**config.mk**
```make
export PLATFORM = sky130hd
export DESIGN_NAME = cbl_adder
export DESIGN_NICKNAME = d
export VERILOG_FILES = /design/src/rtl/cbl_pkg.sv /design/src/rtl/cbl_cand_cell.sv /design/src/rtl/cbl_cand_gen.sv /design/src/rtl/cbl_select_chain.sv /design/src/rtl/cbl_adder.sv
export SDC_FILE = /design/constraint.sdc
export NUM_CORES = 1
export LEC_CHECK = 0
export CAP_MARGIN = 40
export CORE_ASPECT_RATIO = 1.5
export CORE_MARGIN = 3
export CORE_UTILIZATION = 29
export DETAILED_ROUTE_END_ITERATION = 16
export PLACE_DENSITY = 0.64
export SLEW_MARGIN = 40
export SYNTH_ARGS = -nofsm -noshare
export SYNTH_HDL_FRONTEND = slang
export SYNTH_SLANG_ARGS = --single-unit
export TNS_END_PERCENT = 50
```
**constraint.sdc**
```tcl
create_clock -name vclk -period 9.25
set_clock_uncertainty 0.15 [all_clocks]
set_input_delay 1.85 -clock vclk [all_inputs]
set_output_delay 1.85 -clock vclk [all_outputs]
set_load 0.1 [all_outputs]
```
**src/rtl/cbl_pkg.sv**
```systemverilog
package cbl_pkg;
  // Candidate results of one bit, for each assumed incoming carry.
  typedef struct packed {
    logic sum0;
    logic carry0;
    logic sum1;
    logic carry1;
  } bitCand_t;
endpackage

```
**src/rtl/cbl_cand_cell.sv**
```systemverilog
module cbl_cand_cell
  import cbl_pkg::*;
(
  input  logic     bitA,
  input  logic     bitB,
  output bitCand_t cand
);
  logic halfSum;
  logic halfGen;

  // Half-adder: the carry-in-zero path.
  assign halfSum = bitA ^ bitB;
  assign halfGen = bitA & bitB;

  // Shared logic for carry-in one: one inverter and one OR gate.
  assign cand.sum0   = halfSum;
  assign cand.carry0 = halfGen;
  assign cand.sum1   = ~halfSum;
  assign cand.carry1 = bitA | bitB;

  always_comb begin
    assert_cin0_cand_R2: assert ({cand.carry0, cand.sum0} == 2'(bitA) + 2'(bitB))
      else $error("carry-in-zero candidate wrong");
    assert_cin1_cand_R3: assert ({cand.carry1, cand.sum1} == 2'(bitA) + 2'(bitB) + 2'd1)
      else $error("carry-in-one candidate wrong");
  end
endmodule

```
**src/rtl/cbl_cand_gen.sv**
```systemverilog
module cbl_cand_gen
  import cbl_pkg::*;
#(
  parameter int WIDTH = 16
) (
  input  logic                  [WIDTH-1:0] opA,
  input  logic                  [WIDTH-1:0] opB,
  output bitCand_t [WIDTH-1:0]              candVec
);
  for (genvar gi = 0; gi < WIDTH; gi++) begin : gCell
    cbl_cand_cell cell_i (
      .bitA (opA[gi]),
      .bitB (opB[gi]),
      .cand (candVec[gi])
    );
  end
endmodule

```
**src/rtl/cbl_select_chain.sv**
```systemverilog
module cbl_select_chain
  import cbl_pkg::*;
#(
  parameter int WIDTH = 16
) (
  input  bitCand_t [WIDTH-1:0]              candVec,
  input  logic                              carryIn,
  output logic                  [WIDTH-1:0] sumOut,
  output logic                              carryOut
);
  localparam int CHAIN = WIDTH + 1;

  logic [CHAIN-1:0] carryVec;

  assign carryVec[0] = carryIn;

  for (genvar gi = 0; gi < WIDTH; gi++) begin : gSel
    assign sumOut[gi]     = carryVec[gi] ? candVec[gi].sum1   : candVec[gi].sum0;
    assign carryVec[gi+1] = carryVec[gi] ? candVec[gi].carry1 : candVec[gi].carry0;

    // A generating bit always carries out; a killing bit never does.
    always_comb begin
      assert_sel_bounds_R4: assert (!(candVec[gi].carry0 && !carryVec[gi+1]) &&
                                    !(!candVec[gi].carry1 && carryVec[gi+1]))
        else $error("selected carry outside candidate bounds at bit %0d", gi);
    end
  end

  assign carryOut = carryVec[CHAIN-1];
endmodule

```
**src/rtl/cbl_adder.sv**
```systemverilog
module cbl_adder
  import cbl_pkg::*;
#(
  parameter int WIDTH = 16
) (
  input  logic [WIDTH-1:0] opA,
  input  logic [WIDTH-1:0] opB,
  input  logic             carryIn,
  output logic [WIDTH-1:0] sumOut,
  output logic             carryOut
);
  localparam int RES_W = WIDTH + 1;

  bitCand_t [WIDTH-1:0] candVec;

  cbl_cand_gen #(.WIDTH(WIDTH)) gen_i (
    .opA     (opA),
    .opB     (opB),
    .candVec (candVec)
  );

  cbl_select_chain #(.WIDTH(WIDTH)) chain_i (
    .candVec  (candVec),
    .carryIn  (carryIn),
    .sumOut   (sumOut),
    .carryOut (carryOut)
  );

  always_comb begin
    assert_total_sum_R1: assert ({carryOut, sumOut} ==
                                 RES_W'(opA) + RES_W'(opB) + RES_W'(carryIn))
      else $error("adder result mismatch");
  end
endmodule

```
Word level (Yosys, flattened, before mapping)
Cells that the tools add are included.
{"block": "word_totals", "ff_bits": 0, "inputBits": 33, "elab_cells": 96}
{"block": "op_classes", "muxes": 32, "n_bitwise": 64}
{"operator": "$mux W1", "count": 32}
{"operator": "$and A1 B1 Y1", "count": 16}
{"operator": "$not A1 Y1", "count": 16}
{"operator": "$or A1 B1 Y1", "count": 16}
{"operator": "$xor A1 B1 Y1", "count": 16}

Depth between registers and ports, before layout
{"block": "depth", "word_depth": 17, "ltp_mapped": 10}

Hierarchy
From an unflattened synthesis, not the netlist that was laid out.
{"block": "unflattened", "cells_unflattened": 230, "hier_area_um2": 1661.6}
{"mod": "cbl_cand_cell", "instances": 16, "cells_per_inst": 8, "area_per_inst_um2": 55.1, "seq_area_each_um2": 0.0}
{"mod": "cbl_select_chain", "instances": 1, "cells_per_inst": 102, "area_per_inst_um2": 780.7, "seq_area_each_um2": 0.0}

Worst setup path before layout
Ideal clock, no wire load.
{"block": "synth_path", "kind": "input -> output", "start": "input opA[1]", "end": "output sumOut[13]", "t_arrival_ns": 5.820, "required_time_ns": 7.250, "slack_ns": 1.430, "stages": 9, "path_buffers": 0, "cell_sequence": "ha_1 -> or3_1 -> a211o_1 -> nand2_2 -> nor3_2 -> o22a_1 -> a311o_1 -> o22ai_1 -> nor3b_1"}
{"block": "synth_via", "elab_chain_cells": 14, "elab_cells_between_ends": 15, "cone_classes": "mux: 13; bitwise: 2"}
{"item": "start, declared", "line_no": "cbl_adder.sv:6", "text": "input logic [WIDTH-1:0] opA,"}
{"item": "$and A1 B1 Y1 or $or A1 B1 Y1 (tied branches)", "line_no": "cbl_cand_cell.sv:13, cbl_cand_cell.sv:19"}
{"item": "$mux W1 * (12 in a row)", "line_no": "cbl_select_chain.sv:19", "text": "assign carryVec[gi+1] = carryVec[gi] ? candVec[gi].carry1 : candVec[gi].carry0;"}
{"item": "$mux W1 *", "line_no": "cbl_select_chain.sv:18", "text": "assign sumOut[gi] = carryVec[gi] ? candVec[gi].sum1 : candVec[gi].sum0;"}
{"item": "end, declared", "line_no": "cbl_adder.sv:9", "text": "output logic [WIDTH-1:0] sumOut,"}
Every way passes the cells marked *; elsewhere a longest branch is shown, timed or not.

Final worst setup path
{"block": "layout_path", "start": "input opA[5]", "end": "output sumOut[13]"}
{"block": "layout_via", "elab_chain_cells": 10, "elab_cells_between_ends": 11, "cone_classes": "mux: 9; bitwise: 2"}
{"item": "$and A1 B1 Y1 or $or A1 B1 Y1 (tied branches)", "line_no": "cbl_cand_cell.sv:13, cbl_cand_cell.sv:19"}
{"item": "$mux W1 * (8 in a row)", "line_no": "cbl_select_chain.sv:19"}
{"item": "$mux W1 *", "line_no": "cbl_select_chain.sv:18"}
Marks and branches as above.

==> metrics.yaml <==
place_ws_ns: 2.28
drtIter0Drc: 32
cts_setup_buffers: 0
status: "finished clean"
synth_xor_area_share_pct: 9.24
layout-drive-gt1-share_pct: 10.0
finalMaxSlewViolations: 0
fin_cells: 285
fmax_mhz: 143
finalSetupTns_ns: 0
die_h_um: 88.9
clock_buffers: 0
hold_viol: 0
cts_hold_buffers: 0
synthAdderAreaFrac_pct: 30.2
min_period_ns: 6.99
cp.arrival_ns: 4.99
fillers: 471
grt-ovfl-total: 0
die_w_um: 61.2
synthesis.nets: 254
initial_core_util_pct: 30.7
drt-vias-per-instance: 4.86
dp_hpwl_mm: 2.59
core_mm2: 0.00432
portBuffers: 50
fin_crit_sh_pct: 75.6
relSlewSlack_pct: 63.5
grtUsageTotal_pct: 10.3
synth_top_area_share_pct: 30.2
critPathCaptureType: "output pin"
antenna_found_initial: 0
gp_congestion: 0.803
ir_worst_vdd_uv: 128
grt_pass1_wl_mm: 4.71
first_global_vias: 1301
synthesis.area_mm2: 0.00133
yosysTopAreaCell: "ha_1"
syn_area_per_cell_um2: 7.02
syn_to_final_growth_pct: 35.6
grt_max_degree: 7
ys_types: 37
drt_pass1_iterations: 4
powerDensity_mw_per_mm2: 146
muxShareOfSynthArea_pct: 5.28
fin_nets: 306
ant_nets: 0
cts_resized: 0
antenna_cells: 0
drt-total-wl_mm: 2.88
synth_common_cells: "37 x inv_1, 32 x ha_1, 12 x nand2_1, 10 x nor2_1, 10 x xnor2_1"
wl_per_cell_um: 10.1
die_area_mm2: 0.00544
synth.most_common_cell: "inv_1"
power.total_mw: 0.263
seq_cell_count: 0
register_area_um2: 0
synthSimpleGateAreaFrac_pct: 27.0
std_cell_rows: 29
leakage_nw: 0.936
hold_class: "input port to output pin"
worstMarginPinSlew_ns: 0.543
synthCells: 189
rsz0062_at_grt: "no"
cap_violations: 0
setup.worst_path.class: "input port to output pin"
drc: 0
path_max_fanout: 5
worst-endpoint-required_ns: 7.25
setup-violations-final: 0
ys_top_cells_by_area: "ha_1 30%, inv_1 10%, xnor2_1 6.6%"
dpl.cell_count: 285
pin_count: 50
synth_compound_area_share_pct: 17.8
cp-start-kind: "input port"
timing.final.ws_setup_ns: 2.26
yosys_warnings: 0
yosysSeqAreaShare_pct: 0
synth_top_family_by_area: "adder cells"
vias: 1385
cells in the final DEF, fill, tap and decap left out, drive strengths merged, types with 4 or more instances in the layout:
| cell type | synthesis | routed |
|---|---|---|
| a211oi | 5 | 5 |
| a21oi | 7 | 7 |
| buf | 0 | 17 |
| clkdlybuf4s50 | 0 | 33 |
| ha | 32 | 32 |
| inv | 37 | 37 |
| mux2i | 7 | 7 |
| nand2 | 13 | 13 |
| nand2b | 6 | 6 |
| nor2 | 10 | 10 |
| nor2b | 6 | 6 |
| nor3 | 5 | 5 |
| nor3b | 4 | 4 |
| o21ai | 5 | 5 |
| o22ai | 6 | 6 |
| xnor2 | 10 | 10 |
| xor2 | 4 | 4 |
layer usage:
layer / vias up / GRT usage, % / wire, um
met5: - / 0 / 0
met4: 0 / 1.18 / 17
met3: 2 / 1.02 / 170
met2: 31 / 21.2 / 1510
met1: 610 / 10.9 / 1190
li1: 742 / - / -
layout make-up:
type	instances	area, um2	share of cell area (%)
repair buffers	50	415	23.1
multi-input cells	152	1190	66.0
inverters	37	139	7.71
well taps	46	57.6	3.20
worst paths after layout:
check                from         end  slack, ns  cells after the start
hold / removal    carryIn   sumOut[0]       4.42                      3
setup / recovery   opA[5]  sumOut[13]       2.26                     12
per-stage QoR:
step,area (um2),utilization (%),hold slack (ns)
6_report,1800,41.7,4.42
5_1_grt,1800,41.7,4.44
4_1_cts,1800,41.7,4.42
3_5_place_dp,1800,41.7,4.41
3_3_place_gp,1890,43.7,5.09
2_1_floorplan,1330,-,4.00
critical path: stages:
cell and delay, ns:
clkdlybuf4s50_1 0.49, inv_1 0.05, ha_1 0.22, and2_1 0.18
nor3_1 0.46, o22a_1 0.26, nor3_1 0.07, o22a_1 0.18
a311o_1 0.38, o22ai_1 0.18, nor3b_1 0.21, buf_2 0.46
cell families (layout without fill, tap and decap cells):
logic type | Yosys count | in the layout
simple gates | 64 | 64
buf+inv | 37 | 87
compound gates | 35 | 35
fa+ha+maj | 32 | 32
xor+xnor | 14 | 14
mux | 7 | 7
where the power goes:
| group | switching, mW | internal, mW | total, mW |
|---|---|---|---|
| Clock | 0 | 0 | 0 |
| Sequential | 0 | 0 | 0 |
| Combinational | 0.201 | 0.0614 | 0.263 |
| Total | 0.201 | 0.0614 | 0.263 |
Power figures use the tool's default switching activity.
